===== src/rtl/mcu_bus_if_pkg.sv =====
package mcu_bus_if_pkg;
  typedef struct packed {
    logic capWr;  // latch index and write data
    logic capRd;  // latch index for a read
    logic fetch;  // load read data from register file
  } busStrb_t;
endpackage


===== src/rtl/mcu_bus_if_ctrl.sv =====
module mcu_bus_if_ctrl
  import mcu_bus_if_pkg::*;
#(
  parameter int SYNC_STAGES = 2
) (
  input  logic     clk,
  input  logic     rstN,
  input  logic     styleSel,
  input  logic     csN,
  input  logic     rdStrobeN,
  input  logic     wrDirN,
  output busStrb_t strb,
  output logic     regWe,
  output logic     regRe,
  output logic     dataOe
);
  logic rdRaw, wrRaw;
  logic [SYNC_STAGES:0] rdPipe, wrPipe;
  logic rdEdge, wrEdge;

  always_comb begin
    if (styleSel) begin
      rdRaw = !csN && !rdStrobeN && wrDirN;
      wrRaw = !csN && !rdStrobeN && !wrDirN;
    end else begin
      rdRaw = !csN && !rdStrobeN;
      wrRaw = !csN && !wrDirN && rdStrobeN;
    end
  end

  always_ff @(posedge clk or negedge rstN) begin
    if (!rstN) begin
      rdPipe <= '0;
      wrPipe <= '0;
    end else begin
      rdPipe <= {rdPipe[SYNC_STAGES-1:0], rdRaw};
      wrPipe <= {wrPipe[SYNC_STAGES-1:0], wrRaw};
    end
  end

  assign rdEdge = rdPipe[SYNC_STAGES-1] && !rdPipe[SYNC_STAGES];
  assign wrEdge = wrPipe[SYNC_STAGES-1] && !wrPipe[SYNC_STAGES];

  always_ff @(posedge clk or negedge rstN) begin
    if (!rstN) begin
      regWe <= 1'b0;
      regRe <= 1'b0;
    end else begin
      regWe <= wrEdge;
      regRe <= rdEdge && !wrEdge;
    end
  end

  assign strb.capWr = wrEdge;
  assign strb.capRd = rdEdge && !wrEdge;
  assign strb.fetch = regRe;
  assign dataOe     = rdRaw && rstN;
endmodule


===== src/rtl/mcu_bus_if_dp.sv =====
module mcu_bus_if_dp
  import mcu_bus_if_pkg::*;
#(
  parameter int DATA_W      = 8,
  parameter int ADDR_W      = 3,
  parameter int SYNC_STAGES = 2
) (
  input  logic              clk,
  input  logic              rstN,
  input  logic              muxModeN,
  input  logic [ADDR_W-1:0] addrIn,
  input  logic              ale,
  input  logic [DATA_W-1:0] dataIn,
  input  busStrb_t          strb,
  input  logic [DATA_W-1:0] regRdata,
  output logic [ADDR_W-1:0] regIdx,
  output logic [DATA_W-1:0] regWdata,
  output logic [DATA_W-1:0] dataOut
);
  logic [SYNC_STAGES-1:0] alePipe;
  logic [ADDR_W-1:0]      addrLatch;
  logic [ADDR_W-1:0]      addrSel;

  always_ff @(posedge clk or negedge rstN) begin
    if (!rstN) begin
      alePipe   <= '0;
      addrLatch <= '0;
    end else begin
      alePipe <= {alePipe[SYNC_STAGES-2:0], ale};
      if (alePipe[SYNC_STAGES-1]) addrLatch <= dataIn[ADDR_W-1:0];
    end
  end

  assign addrSel = muxModeN ? addrIn : addrLatch;

  always_ff @(posedge clk or negedge rstN) begin
    if (!rstN) begin
      regIdx   <= '0;
      regWdata <= '0;
      dataOut  <= '0;
    end else begin
      if (strb.capWr || strb.capRd) regIdx <= addrSel;
      if (strb.capWr) regWdata <= dataIn;
      if (strb.fetch) dataOut <= regRdata;
    end
  end
endmodule


===== src/rtl/mcu_bus_if.sv =====
module mcu_bus_if
  import mcu_bus_if_pkg::*;
#(
  parameter int DATA_W      = 8,
  parameter int ADDR_W      = 3,
  parameter int SYNC_STAGES = 2
) (
  input  logic              clk,
  input  logic              rstN,
  input  logic              styleSel,
  input  logic              muxModeN,
  input  logic [ADDR_W-1:0] addrIn,
  input  logic              ale,
  input  logic [DATA_W-1:0] dataIn,
  output logic [DATA_W-1:0] dataOut,
  output logic              dataOe,
  input  logic              csN,
  input  logic              rdStrobeN,
  input  logic              wrDirN,
  output logic [ADDR_W-1:0] regIdx,
  output logic              regWe,
  output logic [DATA_W-1:0] regWdata,
  output logic              regRe,
  input  logic [DATA_W-1:0] regRdata,
  input  logic              irqPend,
  input  logic              irqEn,
  output logic              irqN
);
  busStrb_t strb;

  mcu_bus_if_ctrl #(.SYNC_STAGES(SYNC_STAGES)) ctrl_i (
    .clk(clk), .rstN(rstN), .styleSel(styleSel), .csN(csN),
    .rdStrobeN(rdStrobeN), .wrDirN(wrDirN), .strb(strb),
    .regWe(regWe), .regRe(regRe), .dataOe(dataOe)
  );

  mcu_bus_if_dp #(.DATA_W(DATA_W), .ADDR_W(ADDR_W), .SYNC_STAGES(SYNC_STAGES)) dp_i (
    .clk(clk), .rstN(rstN), .muxModeN(muxModeN), .addrIn(addrIn),
    .ale(ale), .dataIn(dataIn), .strb(strb), .regRdata(regRdata),
    .regIdx(regIdx), .regWdata(regWdata), .dataOut(dataOut)
  );

  assign irqN = !(irqPend && irqEn);
endmodule


===== config.mk =====
export PLATFORM = sky130hd
export DESIGN_NAME = mcu_bus_if
export DESIGN_NICKNAME = d
export VERILOG_FILES = /design/src/rtl/mcu_bus_if_pkg.sv /design/src/rtl/mcu_bus_if_ctrl.sv /design/src/rtl/mcu_bus_if_dp.sv /design/src/rtl/mcu_bus_if.sv
export SDC_FILE = /design/constraint.sdc
export NUM_CORES = 1
export LEC_CHECK = 0
export BUFFER_PORTS_ARGS = -buffer_cell sky130_fd_sc_hd__clkbuf_2
export CORE_ASPECT_RATIO = 1.2
export CORE_MARGIN = 3
export CORE_UTILIZATION = 30
export DETAILED_ROUTE_END_ITERATION = 7
export GPL_TIMING_DRIVEN = 0
export PLACE_DENSITY = 0.66
export SYNTH_ARGS = -nofsm -noshare
export SYNTH_HDL_FRONTEND = slang
export SYNTH_SLANG_ARGS = --single-unit

===== constraint.sdc =====
create_clock -name clk -period 2.2 [get_ports clk]
set_input_delay 0 -clock clk [delete_from_list [all_inputs] [get_ports clk]]
set_output_delay 0 -clock clk [all_outputs]
set_load 0.02 [all_outputs]

# Yosys cells after proc, flatten, opt, wreduce, memory -nomap -nowiden
# Index checks and enable logic that the tools add are counted.
dict set report totals {
  register_bits 32
  latch_bits 0
  ramBits 0
  romBits 0
  wordCells 30
  mem_count 0
}
dict set report op_classes {
  add_sub_neg 0
  multipliers 0
  div_mod_pow 0
  magnitude_cmp 0
  eq_ne 0
  shifts 0
  muxes 3
  n_bitwise 0
  reduce_logical 18
}
# cell n
set op_table {}
lappend op_table {{$logic_and 1x1->1} 10}
lappend op_table {{$logic_not 1->1} 7}
lappend op_table {{$mux 3} 1}
lappend op_table {{$mux 1} 2}
lappend op_table {{$logic_or 1x1->1} 1}

# Longest topological paths before layout
# Gate-level depths: netlist of run 1.
dict set report depth {
  depth_word 5
  depth_mapped 3
  depth_no_buf 3
}

# Hierarchy
# From an unflattened synthesis of run 1, not the netlist that was laid out.
dict set report hier_totals {
  cells_unflattened 74
  hier_area_um2 1236.2
}
# mod n_inst cells_per_inst area_per_inst_um2 seq_area_each_um2
set modules_own_cells {}
lappend modules_own_cells {mcu_bus_if_dp 1 55 959.7 600.6}
lappend modules_own_cells {mcu_bus_if_ctrl 1 18 272.8 200.2}
lappend modules_own_cells {mcu_bus_if 1 1 3.8 0.0}

# Worst setup path after synthesis of run 1
# No wires, ideal clock.
dict set report synth_path {
  path_type {register -> register}
  start {reg ctrl_i.regRe}
  end {reg dp_i.dataOut[0]}
  arrival_time_ps 981
  path_slack_ps 1094
  stages_incl_launch_ff 3
  synth_period_minus_slack_ps 1106
  path_cell_list {dfrtp_1 > buf_2 > mux2_2}
}
# element line_no
set synth_rtl {}
lappend synth_rtl {{start: declaration} mcu_bus_if_ctrl.sv:14} ;# output logic regRe,
lappend synth_rtl {{start signal: assignment} mcu_bus_if_ctrl.sv:50} ;# regRe <= rdEdge && !wrEdge;
lappend synth_rtl {{end signal: assignment} mcu_bus_if_dp.sv:44} ;# if (strb.fetch) dataOut <= regRdata;
lappend synth_rtl {{end: declaration} mcu_bus_if_dp.sv:18} ;# output logic [DATA_W-1:0] dataOut
# No word-level cell between the ends.

# Worst setup path after layout of run 1
dict set report layout_path {
  start {in rstN}
  end {out dataOe}
}
dict set report layout_between {
  elab_chain_cells 1
}
# element line_no
set layout_rtl {}
lappend layout_rtl {{start: declaration} mcu_bus_if.sv:9} ;# input logic rstN,
lappend layout_rtl {{$logic_and 1x1->1} mcu_bus_if_ctrl.sv:57} ;# assign dataOe = rdRaw && rstN;
lappend layout_rtl {{end: declaration} mcu_bus_if.sv:16} ;# output logic dataOe,
# Every way passes these cells.

==> impl_metrics.ini, run 1 <==
[setup_path]
slowest_delay_ns = 0.61
endpoint_kind = output pin
crit_type = primary input to output pin
crit_fanout = 33
startpoint_type = primary input
slowest_stage = clkbuf_2
arrival_ns = 1.57
cpMostUsedCell = clkbuf_2
path_cells = dlygate4sd3_1 -> clkbuf_2 -> and2_1 -> clkbuf_2
required_ns = 2.20

[global_routing]
grt_pass1_vias = 876
antenna_found_initial = 0
grt_pass1_wl_um = 4015
grt_overflow = 0
grt_usage_pct = 11.60
grt_max_degree = 34

[power_and_ir_drop]
swShare_pct = 26.89
p_comb_share_pct = 23.8
leakage_nw = 0.9252
p_per_area_nw_per_um2 = 951.6
p_sw_uw = 477.1
p_int_mw = 1.297
finalPower_mw = 1.774
vdd.ir_drop.worst_v = 0.0005476
clkPwrFrac_pct = 34.3
seqPwrFrac_pct = 41.9

[placed_design]
gp_congestion = 0.6061
port_buffers = 51
place_area_um2 = 1518
dp_hpwl_um = 1712

[sta]
slew_headroom_pct = 48.37
fin_crit_ns = 1.569
grt_setup_unrepaired = no
setup_viol = 0
period_share_pct = 71.30
hold_viol = 0
tns_ns = 0
fin_skew_ns = 0.002018
max_freq_mhz = 637.5
slew_viol_final = 0
tightest_slew_ns = 0.7744

[route]
drt_iter0_markers = 12
drc = 0
firstDrtPassIters = 2
routed_via_density = 4.188
postRouteWirelength_um = 2481
vias = 846
detail-route-antenna-nets = 0
wl_per_cell_um = 12.28

[logic_synthesis]
ys_warn_count = 0
synth-seq-cells = 32
syn-instance-count = 69
avgSynthCellArea_um2 = 17.35
synth.distinct_cells = 16
ys_seq_area_share_pct = 66.88
synth_fp_nets = 98
synthesis.area_um2 = 1197

[finish]
fin_area_um2 = 1864
fin_nets = 178
final_common_cell = clkbuf_2
syn2layout_area_growth_pct = 55.70
n_fill_cell = 343
drive_gt1_share_pct = 56.67
mostFrequentLayoutCells = clkbuf_2 (51), dfrtp_1 (32), dlygate4sd3_1 (22)
num_antenna_cells = 0

[min_path]
min_path_type = primary input to register

[floorplan]
core_um2 = 3724
ios = 52
dieArea_um2 = 4788
start_util_pct = 32.16
rows = 24
die_y_um = 75.21
fp.dieW_um = 63.67

[clock_tree]
clkTransAtPathRegs_ns = 0.06
insertion_delay_ns = 0.28
htreeDepth = 2
numCtsBuffers = 5
cts.sinks = 32
postCtsSetupRepairBufs = 0
cts_tree = done
clockRootBuffer = clkbuf_8
clockBufferDepth = 2

[outcome]
run_status = complete, no violations

[job]
max_cap_viol_count = 0
[registers in the layout, summed over array words and instances (netlist names)]
name	cells
ctrl_i.regRe	1
ctrl_i.regWe	1
dp_i.addrLatch	3
ctrl_i.wrPipe	3
dp_i.dataOut	8
dp_i.alePipe	2
dp_i.regWdata	8
ctrl_i.rdPipe	3
dp_i.regIdx	3
[metrics by stage]
| stage | hold slack [ns] | instances | util, % | setup WS (ns) |
|---|---|---|---|---|
| after CTS | 0.05951 | 202 | 50.07 | 0.6068 |
| after detailed placement | 0.1104 | 172 | 40.76 | 1.054 |
| after global routing | 0.05990 | 202 | 50.07 | 0.4845 |
| after global placement | 0.1064 | 172 | 40.76 | 1.071 |
| final | 0.06486 | 202 | 50.07 | 0.6313 |
| after floorplan | -0.2956 | 69 | - | 1.094 |
[routing by layer]
layer | share of wire [%] | vias to the layer above | track usage [%] | routed length (µm)
met4 | 2.6 | 0 | 7.194 | 64
met3 | 7.2 | 5 | 5.224 | 179
met1 | 36 | 407 | 11.25 | 894
met2 | 54 | 38 | 20.42 | 1342
li1 | - | 396 | - | -
met5 | 0 | - | 0 | 0
[cells in the mapped netlist]
| library cell | instances | share of area, % |
|---|---|---|
| a211oi_1 | 1 | 0.63 |
| and2_1 | 1 | 0.52 |
| buf_2 | 1 | 0.42 |
| buf_6 | 1 | 0.94 |
| dfrtp_1 | 32 | 67 |
| inv_1 | 1 | 0.31 |
| mux2_1 | 3 | 2.8 |
| mux2_2 | 15 | 14 |
| mux2_4 | 7 | 8.8 |
| nand2_1 | 1 | 0.31 |
| nand2b_1 | 1 | 0.52 |
| nand2b_4 | 1 | 1.1 |
| nor2_1 | 1 | 0.31 |
| nor2b_4 | 1 | 1.1 |
| nor3_1 | 1 | 0.42 |
| xnor2_1 | 1 | 0.73 |
[power by group through the flow]
stage	registers [mW]	logic (mW)	clock network, mW
3_5_place_dp	0.756	0.398	0
5_1_grt	0.758	0.453	0.649
6_report	0.743	0.422	0.609
3_3_place_gp	0.749	0.389	0
4_1_cts	0.745	0.429	0.623
2_1_floorplan	0.862	0.132	0
[path summary, 6_finish.rpt]
check,startpoint,to,slack [ns],cells after the start
min reg2reg,ctrl_i.rdPipe[0],ctrl_i.rdPipe[1],0.35,0
min,addrIn[2],dp_i.regIdx[2],0.06,3
max in group asynchronous,rstN,ctrl_i.rdPipe[0],1.36,2
max,rstN,dataOe,0.63,4
min in group asynchronous,rstN,dp_i.dataOut[3],0.35,2
max reg2reg,ctrl_i.wrPipe[2],dp_i.regWdata[2],1.06,3
[critical path, delay by kind of cell]
kind,cells,cell delay [ns]
and+or+nand+nor,1,0.23
buffers and inverters,3,1.32
[final cells by class]
| class | count | area [µm²] | area share, % |
|---|---|---|---|
| sequential | 32 | 800.8 | 42.95 |
| timing repair buffer | 73 | 475.5 | 25.50 |
| multi-input combinational | 34 | 376.6 | 20.20 |
| clock buffer | 7 | 96.34 | 5.168 |
| tap | 52 | 65.06 | 3.490 |
| clock inverter | 1 | 30.03 | 1.611 |
| buffer | 2 | 16.27 | 0.8725 |
| inverter | 1 | 3.754 | 0.2013 |
[kinds of logic after synthesis]
family | Yosys count | share of synthesized area [%]
xor gates and xnor gates | 1 | 0.7316
buffers and inverters | 3 | 1.671
DFF | 32 | 66.88
AOI/OAI and AO/OA | 1 | 0.6272
muxes | 25 | 25.70
and+or+nand+nor | 7 | 4.388
[what timing repair did]
item,CTS,global route
hold buffers,22,0
gates resized for setup,0,0
hold endpoints to repair,54,0
No activity file was read; power rests on OpenSTA's default activity.
==> run 2: changes to the inputs <==
Settings changed: ABC_AREA set to 1.
Clock period 2.2 ns to 1.52 ns, I/O delays scaled along.
==> run 2 against run 1 <==
  * The flow now finishes with violations (negative hold slack)
  * Via count up 26%
  * Synthesized cell count up 86%
  * Worst setup slack worse by 0.28 ns
  * Clock skew up 0.00088 ns
  * Sequential power up 41%
  * Critical path depth up 2
  * Register-to-register slack worse by 0.42 ns
  * Core utilization down 1.2 points
  * Critical endpoint is now ctrl_i.wrPipe[0]
  * Highest routed layer unchanged
==> impl_metrics.ini, run 2 <==
[global_routing]
grt_pass1_vias = 1035
grt_overflow = 0
grt_pass1_wl_um = 4526
grt_max_degree = 34
grt_usage_pct = 12.50
antenna_found_initial = 0

[floorplan]
dieArea_um2 = 4811
core_um2 = 3754
die_y_um = 75.39
rows = 24
fp.dieW_um = 63.82
start_util_pct = 32.07
ios = 52

[sta]
tns_ns = 0
slew_headroom_pct = 46.62
timing.hold.ws_ns = -0.1965
grt_setup_unrepaired = no
fin_skew_ns = 0.002900
period_share_pct = 76.82
tightest_slew_ns = 0.8008
fin_crit_ns = 1.168
slew_viol_final = 0
setup_viol = 0
hold_viol = 32
max_freq_mhz = 856.4

[finish]
drive_gt1_share_pct = 29.19
n_fill_cell = 358
fin_nets = 237
mostFrequentLayoutCells = nand2_1 (52), clkbuf_2 (51), dfrtp_1 (32)
register_area_um2 = 800.8
multiInputGateArea_um2 = 312.8
top_regs = dp_i.dataOut: 8 flops, dp_i.regWdata: 8 flops
num_antenna_cells = 0
final_common_cell = nand2_1
syn2layout_area_growth_pct = 52.39

[clock_tree]
insertion_delay_ns = 0.27
ctsResizeCount = 0
htreeDepth = 2
cts.sinks = 32
clockBufferDepth = 2
clockRootBuffer = clkbuf_8
postCtsSetupRepairBufs = 0
cts_tree = done
clkTransAtPathRegs_ns = 0.06
numCtsBuffers = 5
cts_hold_buf = 22

[setup_path]
arrival_ns = 1.33
slowest_delay_ns = 0.55
required_ns = 1.69
r2r-end = dp_i.dataOut[6]
endpoint_kind = register
slowest_stage = dlygate4sd3_1
r2r_slack_ns = 0.64
crit_type = primary input to register
path_cells = dlygate4sd3_1 -> clkbuf_2 -> nand2_1 -> dlygate4sd3_1 -> nand2_1 -> nor2_1
crit_fanout = 3
rr_startpoint = ctrl_i.regRe
reg2reg_depth = 3
startpoint_type = primary input

[power_and_ir_drop]
p_sw_uw = 653.4
clkPwrFrac_pct = 29.3
finalPower_mw = 2.197
leakage_nw = 1.020
p_per_area_nw_per_um2 = 1198
seqPwrFrac_pct = 47.9
swShare_pct = 29.74
vdd.ir_drop.worst_v = 0.0005837
p_comb_share_pct = 22.8
p_int_mw = 1.544

[placed_design]
port_buffers = 51
dp_hpwl_um = 1765
gp_congestion = 0.7167

[logic_synthesis]
synth-edff-count = 0
synth_top_cell_by_area = dfrtp_1
avgSynthCellArea_um2 = 9.404
synth-seq-cells = 32
ys.flop_type = dfrtp_1
async_reset_ff_share_pct = 100.0
synth.distinct_cells = 10
synthTopCellsByArea = dfrtp_1 (67%), nand2_1 (16%), inv_1 (5.3%), o21ai_0 (5.0%), nor2_1 (2.2%)
synth_fp_nets = 157
ys_warn_count = 0
ys_seq_area_share_pct = 66.53
syn-instance-count = 128
yosysTopAreaCellShare_pct = 66.53
synth_common_cells = nand2_1 (52), dfrtp_1 (32), inv_1 (17)
synth.most_common_cell = nand2_1
synthesis.area_um2 = 1204

[min_path]
min_path_type = primary input to asynchronous set/reset pin

[route]
drt_iter0_markers = 36
postRouteWirelength_um = 2673
firstDrtPassIters = 4
detail-route-antenna-nets = 0
drc = 0
routed_via_density = 4.069
wl_per_cell_um = 10.24
vias = 1062

[outcome]
run_status = complete, but fails checks
violations = negative hold slack

[job]
max_cap_viol_count = 0
run 2: cell types whose count changed in the layout (fill, tap and decap cells not counted), moves of 6 or more:
cell / previous run / this run
nand2_1: 1 / 52
inv_1: 1 / 17
mux2_2: 15 / 0
o21ai_0: 0 / 12
mux2_4: 7 / 0
nor2_1: 1 / 7
run 2: cells by family after synthesis:
| logic type | Yosys count | synth area share, % |
|---|---|---|
| AND/OR/NAND/NOR | 63 | 20.58 |
| flip-flops | 32 | 66.53 |
| buffers and inverters | 20 | 7.484 |
| AO/OA/AOI/OAI | 13 | 5.405 |
run 2: cell type report:
cell class / count / share of cell area [%]
Sequential cell: 32 / 43.66
Timing Repair Buffer: 73 / 25.92
Multi-Input combinational cell: 76 / 17.05
Buffer: 2 / 1.228
Tap cell: 52 / 3.547
Inverter: 18 / 3.683
Clock buffer: 8 / 4.911
run 2: how the worst max path moves through the flow:
| stage | cells past startpoint | from | end |
|---|---|---|---|
| 2_1_floorplan | 3 | ctrl_i.regRe | dp_i.dataOut[2] |
| 4_1_cts | 6 | wrDirN | ctrl_i.wrPipe[0] |
| 5_1_grt | 6 | rdStrobeN | dataOe |
| 6_report | 6 | rdStrobeN | ctrl_i.wrPipe[0] |
| 3_5_place_dp | 4 | rstN | dataOe |
| 3_3_place_gp | 4 | rstN | dataOe |
run 2: power by group through the flow:
stage | sequential, mW | combinational (mW) | clock, mW
4_1_cts | 1.05 | 0.508 | 0.676
3_5_place_dp | 1.06 | 0.463 | 0
6_report | 1.05 | 0.501 | 0.644
5_1_grt | 1.07 | 0.563 | 0.714
3_3_place_gp | 1.06 | 0.454 | 0
2_1_floorplan | 1.19 | 0.124 | 0
run 2: critical path: cells and delay by family:
family | cells | cell delay [ns]
buffers and inverters | 3 | 1.20
AND/OR/NAND/NOR | 3 | 0.14
run 2: routing by layer:
| metal | track usage (%) | vias up | wire length [µm] |
|---|---|---|---|
| met4 | 5.036 | 0 | 16 |
| met1 | 14.92 | 458 | 1226 |
| li1 | - | 545 | - |
| met5 | 0 | - | 0 |
| met2 | 19.63 | 55 | 1212 |
| met3 | 5.900 | 4 | 217 |
run 2: per-stage QoR:
step / std cells / setup slack, ns / cell area [µm²] / util (%)
3_5_place_dp: 231 / 0.4545 / 1524 / 40.60
5_1_grt: 261 / 0.2922 / 1834 / 48.87
4_1_cts: 261 / 0.3665 / 1834 / 48.87
3_3_place_gp: 231 / 0.4806 / 1524 / 40.60
6_report: 261 / 0.3523 / 1834 / 48.87
2_1_floorplan: 128 / 0.6236 / 1204 / -
==> run 3: changes to the inputs <==
Settings changed: ABC_AREA 1 to 0.
Clock period 1.52 ns to 1.1 ns, I/O delays scaled along.
==> run 3 against run 2 <==
  * Core utilization grew 0.23 points
  * Sequential share of layout area grew 0.15 points
  * The flow finishes with violations (negative hold slack, negative setup slack)
  * Register-to-register slack lost 0.68 ns
  * Largest cell class unchanged
  * Cell count shrank 24%
==> impl_metrics.ini, run 3 (same netlist as run 1, synthesis figures left out) <==
[outcome]
run_status = complete, but fails checks
violations = negative hold slack, negative setup slack

[finish]
final_cells = 199
drive_gt1_share_pct = 57.82
n_fill_cell = 357
num_antenna_cells = 0
mostFrequentLayoutCells = clkbuf_2 (50), dfrtp_1 (32), dlygate4sd3_1 (19)
fin_nets = 176
top_regs = dp_i.dataOut: 8 flops, dp_i.regWdata: 8 flops
fin_area_um2 = 1828
final_common_cell = clkbuf_2
register_area_um2 = 800.8
syn2layout_area_growth_pct = 52.66
multiInputGateArea_um2 = 384.1

[power_and_ir_drop]
vdd.ir_drop.worst_v = 0.0008439
seqPwrFrac_pct = 45.2
p_int_mw = 2.362
swShare_pct = 28.24
p_per_area_nw_per_um2 = 1800
clkPwrFrac_pct = 28.8
leakage_nw = 0.9122
p_sw_uw = 929.4
p_comb_share_pct = 26.0

[setup_path]
crit_end = dp_i.regWdata[2]
slowest_stage = dfrtp_1
slowest_delay_ns = 0.39
cp.depth = 3
r2r_slack_ns = -0.04
critPathTopFamily = flip-flops
path_cells = nor2b_4 -> buf_8 -> mux2_2
reg2reg_depth = 3
r2r-end = dp_i.regWdata[2]
endpoint_kind = register
crit_fanout = 9
startpoint_type = register
crit_path_start = ctrl_i.wrPipe[2]
arrival_ns = 1.30
rr_startpoint = ctrl_i.wrPipe[2]
required_ns = 1.26
critPathBufInv = 1
crit_type = register to register

[route]
detail-route-antenna-nets = 0
postRouteWirelength_um = 2480
wl_per_cell_um = 12.46
drt_iter0_markers = 20
vias = 846
firstDrtPassIters = 4
routed_via_density = 4.251
drc = 0

[sta]
tns_ns = -0.08212
fin_crit_ns = 1.136
tightest_slew_ns = 0.4298
fin_skew_ns = 0.002960
max_freq_mhz = 880.0
setup_viol = 7
grt_setup_unrepaired = yes
timing.hold.ws_ns = -0.3162
timing.final.ws_setup_ns = -0.03633
slew_headroom_pct = 71.35
period_share_pct = 103.3
slew_viol_final = 0
hold_viol = 32

[clock_tree]
insertion_delay_ns = 0.28
htreeDepth = 2
cts_tree = done
clkTransAtPathRegs_ns = 0.06
clockRootBuffer = clkbuf_8
numCtsBuffers = 5
clockBufferDepth = 2
cts.sinks = 32

[floorplan]
rows = 24
die_y_um = 75.21
ios = 52
core_um2 = 3724
fp.dieW_um = 63.67
start_util_pct = 32.16
dieArea_um2 = 4788

[global_routing]
grt_max_degree = 34
grt_overflow = 0
grt_pass1_wl_um = 4015
grt_pass1_vias = 934
antenna_found_initial = 0
grt_usage_pct = 11.37

[placed_design]
port_buffers = 51
dp_cells = 172
dp_hpwl_um = 1665
gp_congestion = 0.6130
place_area_um2 = 1520

[min_path]
min_path_type = primary input to asynchronous set/reset pin

[job]
max_cap_viol_count = 0
[run 3: worst min path at each step]
stage | from | to | slack [ns] | cells after the start
floorplan | rstN | ctrl_i.rdPipe[0] | -0.30 | 0
global placement | rstN | dp_i.dataOut[3] | 0.10 | 1
detailed placement | ale | dp_i.alePipe[0] | 0.11 | 1
CTS | rstN | ctrl_i.regWe | -0.19 | 1
global route | rstN | dp_i.dataOut[3] | -0.29 | 1
finish | rstN | dp_i.dataOut[3] | -0.32 | 1
[run 3: stage by stage]
stage          util (%)  setup slack, ns  total power, mW  hold WS, ns
2_1_floorplan         -          0.01919            1.989      -0.2956
3_3_place_gp      40.83         -0.02735            2.278       0.1049
3_5_place_dp      40.83         -0.05287            2.304       0.1140
4_1_cts           48.66         -0.04307            3.331      -0.1888
5_1_grt           49.09         -0.08613            3.453      -0.2910
6_report          49.09         -0.03633            3.291      -0.3162
[run 3: area by class of cell]
class	instances	area share [%]
timing repair buffer	71	24.91
inverter	1	0.2053
multi-input combinational	34	21.01
tap	52	3.559
clock buffer	7	5.270
buffer	2	1.232
sequential	32	43.81
[run 3: worst register-to-register path, delay by kind of cell, from the launching register on]
kind	cells	cell delay, ns
flops	1	0.39
mux	1	0.34
buf+inv	1	0.16
simple gates	1	0.13
[run 3: metal layers]
layer	routed length [µm]	share of wire [%]	GRT usage, %
met1	897	36	10.86
met2	1318	53	21.00
met3	199	8.0	3.582
met4	65	2.6	7.914
met5	0	0	0
[run 3: repair_timing]
item / 4_1_cts / 5_1_grt
endpoints found under the hold margin: 54 / 34
setup endpoints to repair: 9 / 12
buffers inserted: 1 / 0
hold buffers: 18 / 1
resized for setup: 2 / 3
[run 3: power by group through the flow]
stage                     logic (mW)  registers (mW)  clock network (mW)
after floorplan                0.265            1.72                   0
final                          0.854            1.49               0.948
after global routing           0.913            1.52                1.02
after detailed placement       0.796            1.51                   0
after CTS                      0.855            1.49               0.985
after global placement         0.779            1.50                   0
